`src/rtl/tx_drain_pkg.sv`:
```
package tx_drain_pkg;

    localparam int SMP_W = 16;

    typedef enum logic [1:0] {
        ST_IDLE  = 2'd0,
        ST_RUN   = 2'd1,
        ST_DRAIN = 2'd2,
        ST_CLEAR = 2'd3
    } chan_state_t;

    typedef struct packed {
        logic [SMP_W-1:0] data;
        logic             short_fall;
    } pick_t;

    // Choose the sample for one strobe: buffered head, repeated word, or zero.
    function automatic pick_t pick_sample(input logic have_word,
                                          input logic seen_word,
                                          input logic [SMP_W-1:0] head,
                                          input logic [SMP_W-1:0] held);
        pick_t r;
        if (have_word) begin
            r.data       = head;
            r.short_fall = 1'b0;
        end else if (seen_word) begin
            r.data       = held;
            r.short_fall = 1'b1;
        end else begin
            r.data       = '0;
            r.short_fall = 1'b0;
        end
        return r;
    endfunction

endpackage

```
`src/rtl/tx_word_buf.sv`:
```
module tx_word_buf
    import tx_drain_pkg::*;
#(
    parameter int DEPTH = 2,
    localparam int PW = (DEPTH > 1) ? $clog2(DEPTH) : 1,
    localparam int CW = $clog2(DEPTH + 1)
) (
    input  logic             clk,
    input  logic             rst,
    input  logic             flush,
    input  logic             push,
    input  logic [SMP_W-1:0] din,
    input  logic             pop,
    output logic [SMP_W-1:0] head,
    output logic             empty,
    output logic             full
);

    logic [SMP_W-1:0] slot_q [DEPTH];
    logic [PW-1:0]    wp_q, rp_q;
    logic [CW-1:0]    cnt_q;
    logic             do_push, do_pop;

    function automatic logic [PW-1:0] step_ptr(input logic [PW-1:0] p);
        return (p == PW'(DEPTH - 1)) ? '0 : p + 1'b1;
    endfunction

    assign empty   = (cnt_q == '0);
    assign full    = (cnt_q == CW'(DEPTH));
    assign head    = slot_q[rp_q];
    assign do_push = push && !full;
    assign do_pop  = pop && !empty;

    always_ff @(posedge clk) begin
        if (rst || flush) begin
            wp_q  <= '0;
            rp_q  <= '0;
            cnt_q <= '0;
        end else begin
            if (do_push) wp_q <= step_ptr(wp_q);
            if (do_pop)  rp_q <= step_ptr(rp_q);
            if (do_push && !do_pop)      cnt_q <= cnt_q + 1'b1;
            else if (do_pop && !do_push) cnt_q <= cnt_q - 1'b1;
        end
    end

    for (genvar i = 0; i < DEPTH; i++) begin : g_slot
        always_ff @(posedge clk) begin
            if (rst) slot_q[i] <= '0;
            else if (do_push && !flush && wp_q == PW'(i)) slot_q[i] <= din;
        end
    end

endmodule

```
`src/rtl/tx_ram_sweep.sv`:
```
module tx_ram_sweep #(
    parameter int DEPTH = 128,
    localparam int AW = $clog2(DEPTH)
) (
    input  logic          clk,
    input  logic          rst,
    input  logic          run,
    output logic [AW-1:0] addr,
    output logic          last
);

    logic [AW-1:0] addr_q;

    always_ff @(posedge clk) begin
        if (rst || !run) addr_q <= '0;
        else             addr_q <= addr_q + 1'b1;
    end

    assign addr = addr_q;
    assign last = run && (addr_q == AW'(DEPTH - 1));

endmodule

```
`src/rtl/tx_drain_ctrl.sv`:
```
module tx_drain_ctrl
    import tx_drain_pkg::*;
#(
    parameter int RAM_DEPTH = 128,
    parameter int BUF_DEPTH = 2,
    localparam int AW = $clog2(RAM_DEPTH)
) (
    input  logic             clk,
    input  logic             rst,
    input  logic             chan_en,
    input  logic             port_en,
    output logic             word_req,
    input  logic             word_vld,
    input  logic [SMP_W-1:0] word_data,
    input  logic             smp_stb,
    output logic             smp_vld,
    output logic [SMP_W-1:0] smp_out,
    output logic             urun,
    input  logic             urun_clr,
    output logic             idle,
    output logic             ram_we,
    output logic [AW-1:0]    ram_addr,
    output logic [SMP_W-1:0] ram_wdata
);

    chan_state_t      st_q, st_nx;
    logic             buf_empty, buf_full;
    logic [SMP_W-1:0] buf_head;
    logic             seen_q;
    logic [SMP_W-1:0] held_q;
    logic             sweep_last;
    logic             active, take, push, pop, flush;
    pick_t            pk;

    assign active   = (st_q == ST_RUN) || (st_q == ST_DRAIN);
    assign take     = smp_stb && active;
    assign word_req = (st_q == ST_RUN) && chan_en && port_en && !buf_full;
    assign push     = word_vld && word_req;
    assign pop      = take && !buf_empty;
    assign flush    = take && buf_empty && (st_q == ST_DRAIN);
    assign pk       = pick_sample(!buf_empty, seen_q, buf_head, held_q);

    tx_word_buf #(.DEPTH(BUF_DEPTH)) u_buf (
        .clk   (clk),
        .rst   (rst),
        .flush (flush),
        .push  (push),
        .din   (word_data),
        .pop   (pop),
        .head  (buf_head),
        .empty (buf_empty),
        .full  (buf_full)
    );

    tx_ram_sweep #(.DEPTH(RAM_DEPTH)) u_sweep (
        .clk  (clk),
        .rst  (rst),
        .run  (st_q == ST_CLEAR),
        .addr (ram_addr),
        .last (sweep_last)
    );

    always_comb begin
        st_nx = st_q;
        unique case (st_q)
            ST_IDLE:  if (chan_en)    st_nx = ST_RUN;
            ST_RUN:   if (!chan_en)   st_nx = ST_DRAIN;
            ST_DRAIN: if (flush)      st_nx = ST_CLEAR;
            ST_CLEAR: if (sweep_last) st_nx = ST_IDLE;
            default:                  st_nx = ST_IDLE;
        endcase
    end

    always_ff @(posedge clk) begin
        if (rst) st_q <= ST_IDLE;
        else     st_q <= st_nx;
    end

    // Last supplied word and whether any word has been supplied since enable.
    always_ff @(posedge clk) begin
        if (rst || flush) begin
            seen_q <= 1'b0;
            held_q <= '0;
        end else if (pop) begin
            seen_q <= 1'b1;
            held_q <= buf_head;
        end
    end

    always_ff @(posedge clk) begin
        if (rst) begin
            smp_vld <= 1'b0;
            smp_out <= '0;
        end else begin
            smp_vld <= take;
            if (take) smp_out <= pk.data;
        end
    end

    always_ff @(posedge clk) begin
        if (rst)                          urun <= 1'b0;
        else if (take && pk.short_fall)   urun <= 1'b1;
        else if (urun_clr)                urun <= 1'b0;
    end

    assign idle      = (st_q == ST_IDLE) && !chan_en;
    assign ram_we    = (st_q == ST_CLEAR);
    assign ram_wdata = '0;

endmodule


```
`config.mk`:
```
export PLATFORM = sky130hd
export DESIGN_NAME = tx_drain_ctrl
export DESIGN_NICKNAME = d
export VERILOG_FILES = /design/src/rtl/tx_drain_pkg.sv /design/src/rtl/tx_word_buf.sv /design/src/rtl/tx_ram_sweep.sv /design/src/rtl/tx_drain_ctrl.sv
export SDC_FILE = /design/constraint.sdc
export NUM_CORES = 1
export LEC_CHECK = 0
export BUFFER_PORTS_ARGS = -buffer_cell sky130_fd_sc_hd__buf_2
export CORE_ASPECT_RATIO = 1.2
export CORE_UTILIZATION = 28
export DETAILED_ROUTE_END_ITERATION = 7
export GPL_ROUTABILITY_DRIVEN = 0
export GPL_TIMING_DRIVEN = 1
export MAX_ROUTING_LAYER = met4
export SLEW_MARGIN = 20
export SYNTH_ARGS = -nofsm -noshare
export SYNTH_HDL_FRONTEND = slang
export SYNTH_SLANG_ARGS = --single-unit
```
`constraint.sdc`:
```
create_clock -name clk -period 3.3 [get_ports clk]
set_clock_uncertainty 0.05 [all_clocks]
set_input_delay 0.495 -clock clk [delete_from_list [all_inputs] [get_ports clk]]
set_output_delay 0.495 -clock clk [all_outputs]
set_load 0.01 [all_outputs]
```
======== Word-level counts from Yosys, hierarchy flattened ========
Memory sizes are Yosys's and may differ from the RTL's. A register that Yosys moved wholly into a read port is not among the register bits.
Index checks and enable logic that the tools add are counted.
word-level totals
  logic and storage cells ................. 86
  output and inout port bits .............. 44
  memories ................................ 1
  memory bits (writable) .................. 32
  register bits ........................... 48
  input port bits ......................... 23
memories
  name          words  bits a word  rd ports  clocked after Yosys merged registers in  write ports  RTL line           text
  u_buf.slot_q  2      16           1         1                                        2            tx_word_buf.sv:19  logic [SMP_W-1:0] slot_q [DEPTH];
cells by class
  equal/unequal tests ..................... 9
  $add $sub $neg .......................... 5
  mux-type cells .......................... 25
  reduce and logical (&&, ||, !) cells .... 33
  bitwise operators ....................... 3
operator list
  kind                                                                   count
  17-bit 2-to-1 mux                                                      2
  16-bit 2-to-1 mux                                                      2
  1-bit logical AND                                                      18
  1-bit 2-to-1 mux                                                       14
  2-bit 2-to-1 mux                                                       6
  2-bit one-hot mux with 4 select lines                                  1
  7-bit by 1-bit adder with 7-bit output, second input constant          1
  7-bit equality test, second input constant                             1
  1-bit logical NOT                                                      7
  2-bit equality test, second input constant                             3
  2-bit != test, second input constant                                   3
  2-bit logical NOT                                                      2
  4-bit AND reduction                                                    1
  2-bit nonzero test                                                     2
  1-bit logical OR                                                       3
  1-bit adder, second input constant                                     2
  2-bit by 1-bit adder with 2-bit output, second input constant          1
  2-bit by 1-bit equality test with 1-bit output, second input constant  1
  2-bit by 1-bit != test with 1-bit output, second input constant        1
  1-bit OR                                                               2
  2-bit by 1-bit subtractor with 2-bit output, second input constant     1
  1-bit NOT                                                              1

======== Depth between registers and ports, before layout ========
Gate-level depths: netlist of run 1.
  word-level depth ........................ 12
  depth in mapped cells ................... 10
  mapped depth without buffers ............ 9

======== By module ========
From an unflattened synthesis of run 1, not the netlist that was laid out.
second synthesis, totals
  cells, all modules ...................... 322
  area, all modules ....................... 3480.8 sq um
by module, submodules not included
  module         times used  area each (sq um)  cells each  sequential area each (sq um)
  tx_word_buf    1           1651.6             116         1061.0
  tx_drain_ctrl  1           1552.7             176         740.7
  tx_ram_sweep   1           276.5              30          140.1

======== Worst setup path before layout of run 1 ========
No wires, ideal clock.
  kind .................................... register to register
  start ................................... reg st_q[0]
  end ..................................... reg u_buf.cnt_q[1]
  arrival ................................. 2269 ps
  path slack .............................. 911 ps
  path buffers ............................ 1
  stages on the path, launching flop included .. 10
  data required time ...................... 3180 ps
  setup time .............................. 70 ps
  path through ............................ dfxtp_1 -> inv_1 -> ha_1 -> nand2_1 -> nor2_2 -> inv_2 -> buf_2 -> ha_1 -> or3_1 -> a21oi_1
on the way
  word-level cells in the longest chain between the ends .. 9
  elaborated cells between the ends (all ways) .. 20
  those cells by class .................... eq/ne: 2; mux: 1; reduce/logical: 17
ends and longest elaborated chain
  what                                            RTL line                                  text
  from (decl)                                     tx_drain_ctrl.sv:26                       chan_state_t st_q, st_nx;
  from (signal assigned)                          tx_drain_ctrl.sv:76                       else st_q <= st_nx;
  2-bit by 1-bit equality test with 1-bit output  tx_drain_ctrl.sv:35, tx_drain_ctrl.sv:37
  1-bit logical AND (3 in a row)                  tx_drain_ctrl.sv:37                       assign word_req = (st_q == ST_RUN) && chan_en && port_en && !buf_full;
  1-bit logical AND                               tx_drain_ctrl.sv:38                       assign push = word_vld && word_req;
  1-bit logical AND                               tx_word_buf.sv:31                         assign do_push = push && !full;
  1-bit logical NOT                               tx_word_buf.sv:43                         else if (do_pop && !do_push) cnt_q <= cnt_q - 1'b1;
  1-bit logical AND                               tx_word_buf.sv:43
  2-bit nonzero test (no line)                    n/a
  to (signal assigned)                            tx_word_buf.sv:42                         if (do_push && !do_pop) cnt_q <= cnt_q + 1'b1;
  to (signal assigned)                            tx_word_buf.sv:43
  to (decl)                                       tx_word_buf.sv:21                         logic [CW-1:0] cnt_q;
Parallel ways exist; a longest one is shown, timed or not.
A chain may end at the register's enable or synchronous reset.

======== Final worst setup path of run 1 ========
Ends and elaborated chain as after synthesis.

==> impl_metrics.env, run 1 <==
export IMPL_outcome="finished clean"
export IMPL_fin_crit_ns=2.38
export IMPL_route_detailed_drc=0
export IMPL_synth_top_area_share_pct=28.2
export IMPL_sw_frac_of_total_pct=25.7
export IMPL_drtAntennaViolNets=0
export IMPL_rr_startpoint="st_q[0]"
export IMPL_portBuffers=50
export IMPL_postSynthAreaPerCell_sq_um=10.6
export IMPL_combinationalPowerShare_pct=13.6
export IMPL_die_width_microns=104
export IMPL_cpMostUsedCell="ha_1"
export IMPL_fin_util_pct=34.1
export IMPL_cts_hold_buf=0
export IMPL_power_mw=2.49
export IMPL_cellPowerDensity_mw_per_mm2=603
export IMPL_drt_vias_per_instance=4.28
export IMPL_cp_startpoint="st_q[0]"
export IMPL_gr_total_overflow=0
export IMPL_post_dp_hpwl_mm=4.63
export IMPL_worst_path_max_fanout=17
export IMPL_finalNonFillerCells=544
export IMPL_drive_gt1_share_pct=23.8
export IMPL_peakVddDrop_v=0.000269
export IMPL_fin_setup_tns_ns=0
export IMPL_cts_tree="done"
export IMPL_fmax_ghz=0.420
export IMPL_rrSetupSlack_ns=0.92
export IMPL_dieHeight_microns=124
export IMPL_synthesis_area_sq_mm=0.00348
export IMPL_slew_viol_final=0
export IMPL_end_kind="flop"
export IMPL_post_cts_buffers=0
export IMPL_cp_buffers_inverters=3
export IMPL_p_leak_nw=1.63
export IMPL_layout_common_cells="nand2_1 (62), buf_2 (50), dfxtp_1 (49)"
export IMPL_clock_path_buffers=2
export IMPL_path_class="reg -> reg"
export IMPL_cts_resized=0
export IMPL_rr_worst_depth=9
export IMPL_antenna_found_initial=0
export IMPL_area_growth_pct=18.7
export IMPL_p_sw_uw=638
export IMPL_hold_path_cell_count=2
export IMPL_ys_seq_elements=81
export IMPL_critPathLaunchType="flop"
export IMPL_drt_iter0_markers=112
export IMPL_grt_usage_pct=11.1
export IMPL_synth_area_leaders="dfxtp_1 (28%), edfxtp_1 (28%), nand2_1 (6.7%)"
export IMPL_max_stage_delay_ns=0.38
export IMPL_dieArea_sq_mm=0.0129
export IMPL_fin_nets=407
export IMPL_place_area_sq_mm=0.00381
export IMPL_hp_start="word_data[5]"
export IMPL_grt_max_degree=28
export IMPL_rows=44
export IMPL_crit_family="adder cells"
export IMPL_power_frac_seq_pct=45.4
export IMPL_start_util_pct=28.7
export IMPL_worstMarginPinSlew_ns=0.801
export IMPL_routedWlPerCell_microns=12.1
export IMPL_clk_pin_slew_ns=0.06
export IMPL_clock_root_buffer="clkbuf_16"
export IMPL_mostFrequentLayoutCell="nand2_1"
export IMPL_required_ns=3.51
export IMPL_cts_htree_levels=3
export IMPL_route_vias_total=2326
export IMPL_yosysWarnings=0
export IMPL_dp_cells=528
export IMPL_hold_viol_final=0
export IMPL_arrival_ns=2.59
export IMPL_whs_endpoint="u_buf.slot_q[0][5]"
export IMPL_final_setup_viol_count=0
export IMPL_fin_area_sq_mm=0.00413
export IMPL_synthCells=329
export IMPL_hold_path_class="in -> reg"
export IMPL_yosys_area_top_type="dfxtp_1"
export IMPL_grt_pass1_wl_mm=10.7
export IMPL_crit_chain="inv_1 -> ha_1 -> nand2_1 -> buf_4 -> nor2_2 -> inv_2 -> ha_1 -> or3_1 -> a21oi_1"
export IMPL_p_int_mw=1.85
export IMPL_cts_sinks=81
export IMPL_yosysUniqueCellTypes=36
export IMPL_layout_worst_path_cycle_share_pct=72.2
export IMPL_routed_wl_mm=6.57
export IMPL_cpMaxStageDelayCell="dfxtp_1"
export IMPL_boundaryPins=67
export IMPL_diodes=0
export IMPL_slew_headroom_pct=46.6
export IMPL_rsz0062_at_grt="false"
export IMPL_maxCapViolations=0
export IMPL_drt_first_pass_iters=4
export IMPL_clkPwrFrac_pct=41.0
export IMPL_core_area_sq_mm=0.0121
export IMPL_tritoncts_num_buffers=9
export IMPL_synth_seq_area_share_pct=55.8
export IMPL_grt_pass1_vias=2228
export IMPL_timing_rr_end="u_buf.cnt_q[1]"
export IMPL_insertion_delay_ns=0.33
-- worst reg2reg max path, cell delays in order, from the launching register on --
cell and delay (ns):
dfxtp_1 0.38, inv_1 0.09, ha_1 0.35, nand2_1 0.08
buf_4 0.22, nor2_2 0.07, inv_2 0.24, ha_1 0.32
or3_1 0.37, a21oi_1 0.15
-- power groups by stage --
stage	clock network (mW)	registers, mW	logic (mW)
floorplan	0	1.14	0.262
detailed placement	0	1.15	0.338
global placement	0	1.15	0.332
finish	1.02	1.13	0.339
global route	1.08	1.14	0.378
CTS	1.04	1.13	0.341
-- final cells by class --
| class | instances | area, sq um |
|---|---|---|
| Clock buffer | 10 | 239 |
| Clock inverter | 6 | 75.1 |
| Fill cell | 1238 | 7980 |
| Inverter | 8 | 30.0 |
| Multi-Input combinational cell | 225 | 1370 |
| Sequential cell | 81 | 1940 |
| Tap cell | 161 | 201 |
| Timing Repair Buffer | 53 | 273 |
-- cell usage after synthesis --
cell type	count
nand4_4	1
nor2_1	17
nand2b_1	5
ha_1	6
and4bb_4	1
buf_4	17
nor3_1	1
inv_2	1
a2111oi_4	2
and3_1	2
mux2_2	15
or3_1	1
o21ai_0	1
nand2_1	62
clkbuf_1	3
o21bai_1	1
a21o_1	4
dfxtp_1	49
nor2_2	1
buf_1	1
a31oi_1	15
nand3_1	4
nor2b_1	3
buf_6	1
a2111oi_0	1
a21oi_1	19
nor3_4	1
xnor2_1	4
edfxtp_1	32
a211oi_1	1
conb_1	1
buf_2	8
inv_1	7
mux2i_1	2
and2_1	34
xor2_1	5
-- how the worst max path moves through the flow --
stage | slack [ns] | to | cells after the start
finish | 0.92 | u_buf.cnt_q[1] | 9
global route | 0.74 | u_buf.cnt_q[1] | 9
CTS | 0.92 | u_buf.cnt_q[1] | 9
detailed placement | 0.95 | u_buf.cnt_q[1] | 9
global placement | 1.05 | u_buf.cnt_q[1] | 9
floorplan | 0.91 | u_buf.cnt_q[1] | 9
-- flip-flops by register name (all words and copies together), names as in the netlist, named ones only --
signal and cells:
u_buf.wp_q 1, smp_vld 1, u_buf.cnt_q 2, urun 1
u_sweep.addr 7, u_buf.slot_q 32, st_q 2, held_q 16
smp_out 16, seen_q 1, u_buf.rp_q 1
-- metal layers --
metal | track usage [%] | part of all wire [%] | vias up
met3 | 2.09 | 3.9 | 6
li1 | - | - | 1177
met4 | 5.36 | 1.6 | 0
met2 | 19.1 | 49 | 68
met5 | - | 0 | -
met1 | 12.5 | 45 | 1075
-- stage by stage --
step	setup slack, ns	hold slack, ns
floorplan	0.911	0.387
global placement	1.05	0.392
detailed placement	0.948	0.397
CTS	0.925	0.393
global route	0.736	0.401
finish	0.917	0.398
-- cells by family (layout without fill, tap and decap cells) --
logic type               after synthesis  in the layout  synth area share [%]
AND/OR/NAND/NOR                      133            133                  19.1
flip-flops                            81             81                  55.8
AO/OA/AOI/OAI                         44             44                  8.71
buffers and inverters                 38             77                  6.44
multiplexers                          17             17                  5.43
XOR/XNOR                               9              9                  2.27
adder cells (fa/ha/maj)                6              6                  2.16
other                                  1             16                 0.108
Note: power is estimated with default switching activity, not from simulation.
==> run 2, diff against run 1 <==
- ABC_AREA: default -> 1
- clock period: 3.3 -> 2.38 ns (I/O delays scaled with it)
==> impl_metrics.env, run 2 <==
export IMPL_yosysMostFrequentCell="nand2_1"
export IMPL_p_leak_nw=1.78
export IMPL_fin_crit_ns=2.15
export IMPL_die_width_microns=106
export IMPL_synth_main_ff_cell="dfxtp_1"
export IMPL_core_area_sq_mm=0.0126
export IMPL_layout_common_cells="nand2_1 (87), inv_1 (52), buf_2 (50)"
export IMPL_boundaryPins=67
export IMPL_post_place_ws_ns=0.249
export IMPL_drt_first_pass_iters=4
export IMPL_grt_pass1_wl_mm=12.0
export IMPL_worst_path_max_fanout=19
export IMPL_post_cts_buffers=0
export IMPL_area_growth_pct=17.1
export IMPL_grt_usage_pct=11.9
export IMPL_path_class="reg -> reg"
export IMPL_outcome="finished clean"
export IMPL_yosys_area_top_type="dfxtp_1"
export IMPL_synth_seq_area_share_pct=53.7
export IMPL_insertion_delay_ns=0.33
export IMPL_worstMarginPinSlew_ns=0.504
export IMPL_diodes=0
export IMPL_synth_edff_count=32
export IMPL_largest_reg_flops=32
export IMPL_fin_nets=489
export IMPL_postSynthAreaPerCell_sq_um=8.89
export IMPL_cts_tree="done"
export IMPL_cellPowerDensity_mw_per_mm2=842
export IMPL_routedWlPerCell_microns=11.2
export IMPL_fmax_ghz=0.466
export IMPL_setup_slack_ns=0.232
export IMPL_route_detailed_drc=0
export IMPL_drt_vias_per_instance=4.18
export IMPL_post_dp_hpwl_mm=5.19
export IMPL_synthesis_area_sq_mm=0.00362
export IMPL_yosys_top_cells_count="nand2_1 (87), inv_1 (52), dfxtp_1 (49)"
export IMPL_required_ns=2.57
export IMPL_arrival_ns=2.34
export IMPL_peakVddDrop_v=0.000423
export IMPL_grt_pass1_vias=2536
export IMPL_cts_htree_levels=3
export IMPL_grt_max_degree=20
export IMPL_drive_gt1_share_pct=20.0
export IMPL_maxCapViolations=0
export IMPL_yosysWarnings=0
export IMPL_slew_headroom_pct=66.3
export IMPL_portBuffers=50
export IMPL_holdWs_ns=0.288
export IMPL_slew_viol_final=0
export IMPL_layout_worst_path_cycle_share_pct=90.2
export IMPL_clk_pin_slew_ns=0.06
export IMPL_cts_hold_buf=0
export IMPL_clock_path_buffers=2
export IMPL_final_setup_viol_count=0
export IMPL_synth_top_area_share_pct=27.1
export IMPL_yosysUniqueCellTypes=30
export IMPL_ys_seq_elements=81
export IMPL_route_vias_total=2628
export IMPL_synthArstFlopShare_pct=0
export IMPL_rsz0062_at_grt="false"
export IMPL_routed_wl_mm=7.06
export IMPL_hold_viol_final=0
export IMPL_antenna_found_initial=0
export IMPL_dieArea_sq_mm=0.0134
export IMPL_tritoncts_num_buffers=9
export IMPL_dieHeight_microns=127
export IMPL_end_kind="flop"
export IMPL_gr_total_overflow=0
export IMPL_rows=45
export IMPL_fin_setup_tns_ns=0
export IMPL_power_mw=3.57
export IMPL_critPathLaunchType="flop"
export IMPL_drtAntennaViolNets=0
export IMPL_largest_register="u_buf.slot_q"
export IMPL_synth_area_leaders="dfxtp_1 (27%), edfxtp_1 (27%), nand2_1 (9.0%)"
export IMPL_clock_root_buffer="clkbuf_16"
export IMPL_cts_sinks=81
export IMPL_mostFrequentLayoutCell="nand2_1"
export IMPL_largestRegisters="u_buf.slot_q (32), held_q (16), smp_out (16)"
export IMPL_cts_resized=0
export IMPL_drt_iter0_markers=150
export IMPL_synthCells=407
export IMPL_hold_path_class="in -> reg"
export IMPL_start_util_pct=28.7
-- run 2: cell type report --
cell class | count | area, sq um
fillers | 1345 | 8380
flip-flops and latches | 81 | 1940
multi-input cells | 257 | 1310
repair buffers | 56 | 295
clock buffers | 11 | 233
inverters | 55 | 206
well taps | 164 | 205
clock inverters | 5 | 46.3
-- run 2: report_power, final --
group          switching [mW]  internal [mW]  total [mW]  leakage, nW
sequential             0.0606           1.53        1.59        0.727
clock                   0.509          0.800        1.31        0.136
combinational           0.450          0.214       0.664        0.913
-- run 2: worst paths after layout --
check               startpoint                 end  slack, ns  cells after the start
hold / removal    word_data[1]  u_buf.slot_q[1][1]       0.29                      3
setup / recovery       st_q[1]      u_buf.cnt_q[1]       0.23                     10
setup reg to reg       st_q[1]      u_buf.cnt_q[1]       0.23                     10
hold reg to reg     held_q[12]          held_q[12]       0.41                      2
-- run 2: routing by layer --
layer	track usage (%)	vias to the layer above	part of all wire, %
li1	-	1370	-
met1	14.0	1170	45
met2	19.0	76	48
met3	2.21	12	4.1
met4	7.11	0	2.4
met5	-	-	0
-- run 2: per-stage QoR --
step | cells | util (%) | instance area [sq um]
detailed placement | 613 | 31.4 | 3960
global placement | 613 | 31.4 | 3960
global route | 629 | 33.6 | 4240
CTS | 629 | 33.6 | 4240
floorplan | 422 | - | 3670
finish | 629 | 33.6 | 4240
-- run 2: worst max-delay path, stage by stage (launching register included) --
cell,delay [ns]
dfxtp_1,0.38
inv_1,0.08
ha_1,0.34
nand2_4,0.17
nor2_8,0.15
inv_2,0.04
ha_1,0.31
a21oi_1,0.12
o21ai_0,0.11
nand2_1,0.08
nor3b_1,0.22
-- run 2: cell families (layout without fill, tap and decap cells) --
family / count (synthesis) / count (layout) / synth area share [%]
and+or+nand+nor: 167 / 167 / 22.0
buffers and inverters: 84 / 127 / 11.7
DFF: 81 / 81 / 53.7
AOI/OAI and AO/OA: 65 / 65 / 9.72
adders and majority gates: 6 / 6 / 2.08
xor gates and xnor gates: 3 / 3 / 0.727
other: 1 / 16 / 0.104
==> run 3, diff against run 2 <==
- BUFFER_PORTS_ARGS: -buffer_cell sky130_fd_sc_hd__buf_2 -> -buffer_cell sky130_fd_sc_hd__buf_4
- CTS_CLUSTER_SIZE: default -> 10
==> impl_metrics.env, run 3 (same netlist as run 2, synthesis figures left out) <==
export IMPL_layout_worst_path_cycle_share_pct=88.5
export IMPL_met2_length_mm=3.50
export IMPL_cts_resized=0
export IMPL_final_setup_viol_count=0
export IMPL_antenna_found_initial=0
export IMPL_die_width_microns=106
export IMPL_maxCapViolations=0
export IMPL_max_stage_delay_ns=0.38
export IMPL_fin_util_pct=34.6
export IMPL_cts_tree="done"
export IMPL_tritoncts_num_buffers=9
export IMPL_end_kind="flop"
export IMPL_hold_path_class="in -> reg"
export IMPL_p_sw_mw=1.00
export IMPL_grt_pass1_vias=2589
export IMPL_hold_path_cell_count=3
export IMPL_fin_crit_ns=2.11
export IMPL_cts_sinks=81
export IMPL_portBuffers=50
export IMPL_largest_reg_flops=32
export IMPL_clock_path_buffers=2
export IMPL_route_vias_total=2658
export IMPL_largestRegisters="u_buf.slot_q (32), held_q (16), smp_out (16)"
export IMPL_p_int_mw=2.58
export IMPL_dieHeight_microns=127
export IMPL_rr_worst_depth=10
export IMPL_required_ns=2.58
export IMPL_clk_pin_slew_ns=0.06
export IMPL_insertion_delay_ns=0.33
export IMPL_p_leak_nw=1.80
export IMPL_outcome="finished clean"
export IMPL_combinationalPowerShare_pct=19.1
export IMPL_cpMaxStageDelayCell="dfxtp_1"
export IMPL_start_util_pct=28.7
export IMPL_routed_wl_mm=7.07
export IMPL_rr_startpoint="st_q[1]"
export IMPL_path_class="reg -> reg"
export IMPL_ff_latch_area_sq_mm=0.00194
export IMPL_worstMarginPinSlew_ns=0.537
export IMPL_power_frac_seq_pct=44.5
export IMPL_diodes=0
export IMPL_finalNonFillerCells=629
export IMPL_crit_chain="inv_1 -> ha_1 -> nand2_4 -> nor2_8 -> inv_2 -> ha_1 -> a21oi_1 -> o21ai_0 -> nand2_1 -> nor3b_1"
export IMPL_critPathLaunchType="flop"
export IMPL_fmax_ghz=0.475
export IMPL_grt_pass1_wl_mm=12.1
export IMPL_dp_cells=613
export IMPL_fin_nets=489
export IMPL_fin_setup_tns_ns=0
export IMPL_slew_viol_final=0
export IMPL_arrival_ns=2.30
export IMPL_largest_register="u_buf.slot_q"
export IMPL_dieArea_sq_mm=0.0134
export IMPL_drt_vias_per_instance=4.23
export IMPL_post_dp_hpwl_mm=5.23
export IMPL_cts_htree_levels=3
export IMPL_clock_root_buffer="clkbuf_16"
export IMPL_core_area_sq_mm=0.0126
export IMPL_multi_input_area_sq_mm=0.00131
export IMPL_boundaryPins=67
export IMPL_post_cts_buffers=0
export IMPL_routedWlPerCell_microns=11.2
export IMPL_power_mw=3.58
export IMPL_mostFrequentLayoutCell="nand2_1"
export IMPL_cellPowerDensity_mw_per_mm2=821
export IMPL_gr_total_overflow=0
export IMPL_layout_common_cells="nand2_1 (87), buf_4 (56), inv_1 (52)"
export IMPL_grt_usage_pct=11.8
export IMPL_area_growth_pct=20.7
export IMPL_drtAntennaViolNets=0
export IMPL_cp_startpoint="st_q[1]"
export IMPL_drt_first_pass_iters=4
export IMPL_highest_layer="met4"
export IMPL_worst_path_max_fanout=19
export IMPL_cpMostUsedCell="ha_1"
export IMPL_hp_start="word_data[4]"
export IMPL_dr_wl_met3_microns=269
export IMPL_drt_met1_wl_mm=3.20
export IMPL_sw_frac_of_total_pct=27.9
export IMPL_holdWs_ns=0.290
export IMPL_slew_headroom_pct=64.1
export IMPL_fillers=1318
export IMPL_clkPwrFrac_pct=36.5
export IMPL_route_detailed_drc=0
export IMPL_peakVddDrop_v=0.000401
export IMPL_cts_hold_buf=0
export IMPL_rsz0062_at_grt="false"
export IMPL_hold_viol_final=0
export IMPL_grt_max_degree=20
export IMPL_drive_gt1_share_pct=20.4
export IMPL_rows=45
export IMPL_drt_iter0_markers=153
[run 3: changes by cell type in the layout (fill, tap and decap cells not counted)]
cell,change
buf_2,-50
buf_4,+50
clkbuf_1,+1
clkinv_1,-3
clkinv_2,+2
[run 3: power by group through the flow]
stage / sequential, mW / combinational [mW] / clock [mW]
global placement: 1.62 / 0.671 / 0
CTS: 1.60 / 0.697 / 1.34
finish: 1.59 / 0.683 / 1.31
floorplan: 1.62 / 0.516 / 0
detailed placement: 1.62 / 0.691 / 0
global route: 1.61 / 0.776 / 1.40
[run 3: area by class of cell]
type / count / share of cell area, %
Clock buffer: 12 / 5.42
Clock inverter: 4 / 1.03
Inverter: 55 / 4.73
Multi-Input combinational cell: 257 / 30.0
Sequential cell: 81 / 44.5
Tap cell: 164 / 4.70
Timing Repair Buffer: 56 / 9.63
[run 3: critical path: cells and delay by family (launching register included)]
family | cells | cell delay (ns)
DFF | 1 | 0.38
buffers and inverters | 2 | 0.13
adders and majority gates | 2 | 0.65
AOI/OAI and AO/OA | 2 | 0.24
and+or+nand+nor | 4 | 0.57
[run 3: per-stage QoR]
| stage | setup WS [ns] | cell area [sq um] |
|---|---|---|
| after floorplan | 0.289 | 3670 |
| after global placement | 0.422 | 4080 |
| after detailed placement | 0.276 | 4080 |
| after CTS | 0.250 | 4360 |
| after global routing | 0.0513 | 4360 |
| final | 0.274 | 4360 |
[run 3: path summary, 6_finish.rpt]
check	slack, ns	end
hold / removal	0.29	u_buf.slot_q[1][4]
setup / recovery	0.27	u_buf.cnt_q[1]
hold reg to reg	0.41	held_q[2]
setup reg to reg	0.27	u_buf.cnt_q[1]
[run 3: layer usage]
layer	global-route usage, %	vias up
met1	14.0	1210
met3	2.47	5
met4	4.66	0
li1	-	1372
met2	19.6	71
met5	-	-
